`src/rtl/agu_pkg.sv`:
```
package agu_pkg;
  typedef enum logic [1:0] {
    KIND_INDEX = 2'd0,
    KIND_MOD   = 2'd1,
    KIND_BASE  = 2'd2,
    KIND_LEN   = 2'd3
  } regKindT;

  // strobes from control to datapath
  typedef struct packed {
    logic accept;   // latch address, size and pending pointer
    logic hostWr;   // register write port active
    logic wbWr;     // write pending pointer back into index file
  } aguStrobeT;
endpackage

```
`src/rtl/agu_ctrl.sv`:
```
module agu_ctrl #(
  parameter int CW = 2
) (
  input  logic                 clk,
  input  logic                 rstN,
  input  logic                 cmdValid,
  input  logic [CW-1:0]        cmdPtrSel,
  input  logic                 regWrEn,
  output logic                 stall,
  output logic                 addrValid,
  output logic [CW-1:0]        wbSel,
  output agu_pkg::aguStrobeT   strb
);
  logic wbPend;

  // hazard: pointer still in flight to the index file
  assign stall = cmdValid && wbPend && (cmdPtrSel == wbSel);

  always_comb begin
    strb.accept = cmdValid && !stall;
    strb.hostWr = regWrEn;
    strb.wbWr   = wbPend;
  end

  always_ff @(posedge clk or negedge rstN) begin
    if (!rstN) begin
      wbPend    <= 1'b0;
      wbSel     <= '0;
      addrValid <= 1'b0;
    end else begin
      wbPend    <= strb.accept;
      addrValid <= strb.accept;
      if (strb.accept) wbSel <= cmdPtrSel;
    end
  end
endmodule

```
`src/rtl/agu_datapath.sv`:
```
module agu_datapath #(
  parameter int AW       = 32,
  parameter int NCTX     = 4,
  parameter int REV_BITS = 8,
  localparam int CW      = $clog2(NCTX)
) (
  input  logic                 clk,
  input  logic                 rstN,
  input  agu_pkg::aguStrobeT   strb,
  input  logic [CW-1:0]        wbSel,
  input  logic [1:0]           regWrKind,
  input  logic [CW-1:0]        regWrSel,
  input  logic [AW-1:0]        regWrData,
  input  logic [1:0]           regRdKind,
  input  logic [CW-1:0]        regRdSel,
  output logic [AW-1:0]        regRdData,
  input  logic                 cmdPre,
  input  logic                 cmdImm,
  input  logic                 cmdBitRev,
  input  logic [CW-1:0]        cmdPtrSel,
  input  logic [CW-1:0]        cmdModSel,
  input  logic [AW-1:0]        cmdOffset,
  input  logic [1:0]           cmdSize,
  output logic [AW-1:0]        addrOut,
  output logic [1:0]           addrSize
);
  import agu_pkg::*;

  logic [AW-1:0] idxR  [NCTX];
  logic [AW-1:0] modR  [NCTX];
  logic [AW-1:0] baseR [NCTX];
  logic [AW-1:0] lenR  [NCTX];
  logic [AW-1:0] wbPtrR;

  function automatic logic [REV_BITS-1:0] flip(input logic [REV_BITS-1:0] v);
    for (int b = 0; b < REV_BITS; b++) flip[b] = v[REV_BITS-1-b];
  endfunction

  logic [AW-1:0]       ptr, step, base, len, sum, endAddr, circPtr, revPtr, newPtr;
  logic [REV_BITS-1:0] revSum;

  always_comb begin
    ptr     = idxR[cmdPtrSel];
    base    = baseR[cmdPtrSel];
    len     = lenR[cmdPtrSel];
    step    = cmdImm ? cmdOffset : modR[cmdModSel];
    sum     = ptr + step;
    endAddr = base + len;
    circPtr = sum;
    if (len != '0) begin
      if (sum >= endAddr)  circPtr = sum - len;
      else if (sum < base) circPtr = sum + len;
    end
    // reverse-carry add over the low field
    revSum = flip(flip(ptr[REV_BITS-1:0]) + flip(step[REV_BITS-1:0]));
    revPtr = {ptr[AW-1:REV_BITS], revSum};
    newPtr = cmdBitRev ? revPtr : circPtr;
  end

  always_comb begin
    unique case (regKindT'(regRdKind))
      KIND_INDEX: regRdData = idxR[regRdSel];
      KIND_MOD:   regRdData = modR[regRdSel];
      KIND_BASE:  regRdData = baseR[regRdSel];
      default:    regRdData = lenR[regRdSel];
    endcase
  end

  always_ff @(posedge clk or negedge rstN) begin
    if (!rstN) begin
      for (int c = 0; c < NCTX; c++) begin
        idxR[c]  <= '0;
        modR[c]  <= '0;
        baseR[c] <= '0;
        lenR[c]  <= '0;
      end
      wbPtrR   <= '0;
      addrOut  <= '0;
      addrSize <= '0;
    end else begin
      if (strb.wbWr) idxR[wbSel] <= wbPtrR;
      // a host write in the same cycle takes precedence
      if (strb.hostWr) begin
        unique case (regKindT'(regWrKind))
          KIND_INDEX: idxR[regWrSel]  <= regWrData;
          KIND_MOD:   modR[regWrSel]  <= regWrData;
          KIND_BASE:  baseR[regWrSel] <= regWrData;
          default:    lenR[regWrSel]  <= regWrData;
        endcase
      end
      if (strb.accept) begin
        wbPtrR   <= newPtr;
        addrOut  <= cmdPre ? newPtr : ptr;
        addrSize <= cmdSize;
      end
    end
  end
endmodule

```
`src/rtl/circ_agu.sv`:
```
module circ_agu #(
  parameter int AW       = 32,
  parameter int NCTX     = 4,
  parameter int REV_BITS = 8,
  localparam int CW      = $clog2(NCTX)
) (
  input  logic          clk,
  input  logic          rstN,
  input  logic          regWrEn,
  input  logic [1:0]    regWrKind,
  input  logic [CW-1:0] regWrSel,
  input  logic [AW-1:0] regWrData,
  input  logic [1:0]    regRdKind,
  input  logic [CW-1:0] regRdSel,
  output logic [AW-1:0] regRdData,
  input  logic          cmdValid,
  input  logic          cmdPre,
  input  logic          cmdImm,
  input  logic          cmdBitRev,
  input  logic [CW-1:0] cmdPtrSel,
  input  logic [CW-1:0] cmdModSel,
  input  logic [AW-1:0] cmdOffset,
  input  logic [1:0]    cmdSize,
  output logic          stall,
  output logic          addrValid,
  output logic [AW-1:0] addrOut,
  output logic [1:0]    addrSize
);
  agu_pkg::aguStrobeT strb;
  logic [CW-1:0]      wbSel;

  agu_ctrl #(.CW(CW)) u_ctrl (
    .clk(clk), .rstN(rstN), .cmdValid(cmdValid), .cmdPtrSel(cmdPtrSel),
    .regWrEn(regWrEn), .stall(stall), .addrValid(addrValid),
    .wbSel(wbSel), .strb(strb)
  );

  agu_datapath #(.AW(AW), .NCTX(NCTX), .REV_BITS(REV_BITS)) u_dp (
    .clk(clk), .rstN(rstN), .strb(strb), .wbSel(wbSel),
    .regWrKind(regWrKind), .regWrSel(regWrSel), .regWrData(regWrData),
    .regRdKind(regRdKind), .regRdSel(regRdSel), .regRdData(regRdData),
    .cmdPre(cmdPre), .cmdImm(cmdImm), .cmdBitRev(cmdBitRev),
    .cmdPtrSel(cmdPtrSel), .cmdModSel(cmdModSel), .cmdOffset(cmdOffset),
    .cmdSize(cmdSize), .addrOut(addrOut), .addrSize(addrSize)
  );
endmodule

```
`config.mk`:
```
export PLATFORM = sky130hd
export DESIGN_NAME = circ_agu
export DESIGN_NICKNAME = d
export VERILOG_FILES = /design/src/rtl/agu_pkg.sv /design/src/rtl/agu_ctrl.sv /design/src/rtl/agu_datapath.sv /design/src/rtl/circ_agu.sv
export SDC_FILE = /design/constraint.sdc
export NUM_CORES = 1
export LEC_CHECK = 0
export BUFFER_PORTS_ARGS = -buffer_cell sky130_fd_sc_hd__buf_2
export CORE_ASPECT_RATIO = 0.75
export CORE_MARGIN = 1
export CORE_UTILIZATION = 45
export DETAILED_ROUTE_END_ITERATION = 7
export PLACE_DENSITY = 0.61
export SLEW_MARGIN = 20
export SYNTH_ARGS = -nofsm -noshare
export SYNTH_HDL_FRONTEND = slang
export SYNTH_SLANG_ARGS = --single-unit
```
`constraint.sdc`:
```
create_clock -name clk -period 7.8 [get_ports clk]
set_clock_uncertainty 0.1 [all_clocks]
set_input_delay 1.95 -clock clk [delete_from_list [all_inputs] [get_ports clk]]
set_output_delay 1.95 -clock clk [all_outputs]
set_load 0.02 [all_outputs]
```
==> impl_metrics.toml <==
[run_status]
outcome = "finished clean"

[worst_setup_path]
critical_path_required_ns = 8.25
arrival_ns = 8.11
crit_path_top_delay_cell = "mux4_2"
criticalPathCategory = "input pin to register"
cp-end-kind = "register"
start_kind = "input pin"
crit_fanout = 6
cp_slowest_stage_delay_ns = 0.65

[timing]
fmax_ghz = 0.1306
tightestPinTransition_ns = 1.063
finalCriticalPeriod_ns = 7.659
setup_viol = 0
post-route-period-util_pct = 98.19
hold_viol = 0
slew_violations = 0
rsz0062_at_grt = "yes"
slew_headroom_pct = 28.46

[floorplan]
die_w_um = 342.9
num_rows = 93
core_area_um2 = 86110
dieArea_um2 = 88360
start_util_pct = 45.55
die_h_um = 257.7
ioPinCount = 153

[layout]
fin_cells = 5121
layout-drive-gt1-share_pct = 42.05
syn2layout_area_growth_pct = 22.48
antenna_cells = 0
multiInputGateArea_um2 = 23960
nFillCells = 7235
regArea_um2 = 14540
layout.nets = 4208
final_area_um2 = 48040

[routing]
wl_met1_mm = 65.08
drt_iter0_drc = 3735
vias = 32140
drc = 0
antenna_left = 0
dr.pass1.iters = 8
viasPerCell = 6.276
wl_met3_mm = 16.22
wire_per_inst_um = 27.35
top_layer = "met5"
dr_wl_met2_mm = 56.14
wirelength_mm = 140.1

[logic_synthesis]
syn_inst = 3394
ys_seq_area_share_pct = 37.07
syn_area_per_cell_um2 = 11.56
ys_types = 91
synth_top_flop_cell = "dfrtp_1"
ys_seq_elements = 581
syn_area_um2 = 39220
async_flop_share_pct = 100.0
synth_edf_count = 0
yosysWarnings = 0
syn-num-nets = 3672

[clock_tree]
numCtsBuffers = 67
clk_latency_ns = 0.66
clk_pin_slew_ns = 0.05
cts_hold_buf = 0
clock_path_buffers = 3
cts_tree = "built"
h-tree-depth = 3
clock-sinks = 581
clock_tree.root_cell = "clkbuf_16"

[power_and_ir_drop]
power_density_nw_per_um2 = 544.3
ir_worst_vdd_mv = 0.4755
p_leak_nw = 21.40
p_total_mw = 26.15

[global_routing]
antenna_found_initial = 4
track_usage_pct = 31.74
grt_max_degree = 142
grt-ovfl-total = 0
grt_pass1_wl_mm = 208.2
first_global_vias = 30780

[placed_design]
gp_congestion = 1.019
place_area_um2 = 45110
dp_cells = 4980
port_buffers = 152
dp_hpwl_mm = 101.8

[worst_hold_path]
hold_path_class = "register to register"

[flow_run]
max_cap_violations = 0
## cell families (layout without fill, tap and decap cells)
group                    after synthesis  count (layout)  share of synthesized area (%)
multiplexers                         845             845                          32.08
AO/OA/AOI/OAI                        699             699                          11.46
AND/OR/NAND/NOR                      609             609                          7.127
flip-flops                           581             581                          37.07
buffers and inverters                361             948                          3.605
adder cells (fa/ha/maj)              194             194                          6.281
XOR/XNOR                             105             105                          2.383
## power breakdown
part	total, mW	switching (mW)	leakage, nW	internal [mW]
Sequential	4.91	0.916	7.05	3.99
Combinational	17.9	9.45	13.2	8.45
Clock	3.33	1.42	1.11	1.92
Total	26.1	11.8	21.4	14.4
## per-layer routing
| metal | track usage [%] | up-vias |
|---|---|---|
| met5 | 0 | - |
| met4 | 6.580 | 2 |
| met3 | 7.722 | 171 |
| met2 | 42.42 | 1666 |
| met1 | 51.18 | 16470 |
| li1 | - | 13830 |
## stage by stage
step / worst slack [ns] / hold WS [ns] / util [%] / setup TNS, ns
2_1_floorplan: -0.02583 / 0.3921 / - / -0.07450
3_3_place_gp: -0.6167 / 0.3572 / 52.39 / -26.75
3_5_place_dp: -0.7280 / 0.3810 / 52.39 / -31.08
4_1_cts: 0.02512 / 0.3939 / 55.07 / 0
5_1_grt: -0.08405 / 0.4277 / 55.79 / -0.2255
6_report: 0.1412 / 0.3885 / 55.79 / 0
## critical path: cells and delay by family
family / cells / cell delay [ns]
multiplexers: 1 / 0.65
AO/OA/AOI/OAI: 18 / 3.36
adder cells (fa/ha/maj): 3 / 0.62
AND/OR/NAND/NOR: 5 / 0.70
XOR/XNOR: 1 / 0.15
buffers and inverters: 5 / 0.66
## worst paths after layout
kind	slack (ns)	from	cells after the start	end
max	0.14	cmdPtrSel[0]	33	u_dp.addrOut[26]
min	0.39	u_dp.addrOut[1]	1	u_dp.addrOut[1]
max reg2reg	1.22	u_dp.lenR[32]	32	u_dp.addrOut[26]
min reg2reg	0.39	u_dp.addrOut[1]	1	u_dp.addrOut[1]
max in group asynchronous	4.90	rstN	2	u_dp.lenR[31]
min in group asynchronous	1.18	rstN	1	u_dp.modR[126]
## state kept, by name, indices dropped and copies added (netlist names)
| register | cells |
|---|---|
| u_dp.lenR | 128 |
| u_dp.modR | 128 |
| u_dp.wbPtrR | 32 |
| u_dp.addrSize | 2 |
| u_dp.idxR | 128 |
| u_dp.addrOut | 32 |
| u_dp.baseR | 128 |
| u_ctrl.wbPend | 1 |
| u_ctrl.wbSel | 2 |
## cell usage after synthesis (all sizes together) (23+ instances only)
cell	instances	area [um^2]
mux2i	136	1361
inv	116	435.4
buf	52	254.0
ha	188	2352
o21ai	243	1224
xor2	38	347.8
mux2	422	4756
a21oi	162	844.6
nand2	248	930.9
o21bai	23	172.7
nor2b	24	150.1
a21o	79	593.1
clkbuf	192	720.7
nor3	43	215.2
nand4	23	143.9
nand3	26	130.1
nor2	139	521.8
mux4	287	6464
xnor2	67	586.8
dfrtp	581	14540
## final cells by class
class	count	area share [%]
Timing Repair Buffer	711	11.20
Multi-Input combinational cell	2452	49.87
Clock buffer	92	4.001
Inverter	117	0.9142
Tap cell	1140	2.969
Sequential cell	581	30.27
Clock inverter	28	0.7814
## repair_timing
item | 4_1_cts | 5_1_grt
pin swaps | 0 | 37
buffers inserted | 0 | 20
setup endpoints to repair | 2 | 64
cloned | 0 | 1
resized for setup | 1 | 93
## cells in the final DEF (no fill, tap or decap), drive strengths merged, types with 8 or more instances in the layout
master,n
a21oi,162
a31oi,18
a21o,79
or3,14
nor2,139
mux2i,136
o21a,11
nand4,23
ha,188
nand2b,22
nand2,248
and3,18
mux2,422
o31a,10
o21ai,243
o211ai,8
a211oi,21
xnor2,67
o21bai,23
xor2,38
a311oi,10
clkinv,14
clkbuf,93
nor4,15
nand3,26
and2,10
nor3,43
buf,710
o31ai,19
a221oi,13
inv,120
mux4,287
nor2b,24
dfrtp,581
or2,9
Power figures use the tool's default switching activity.
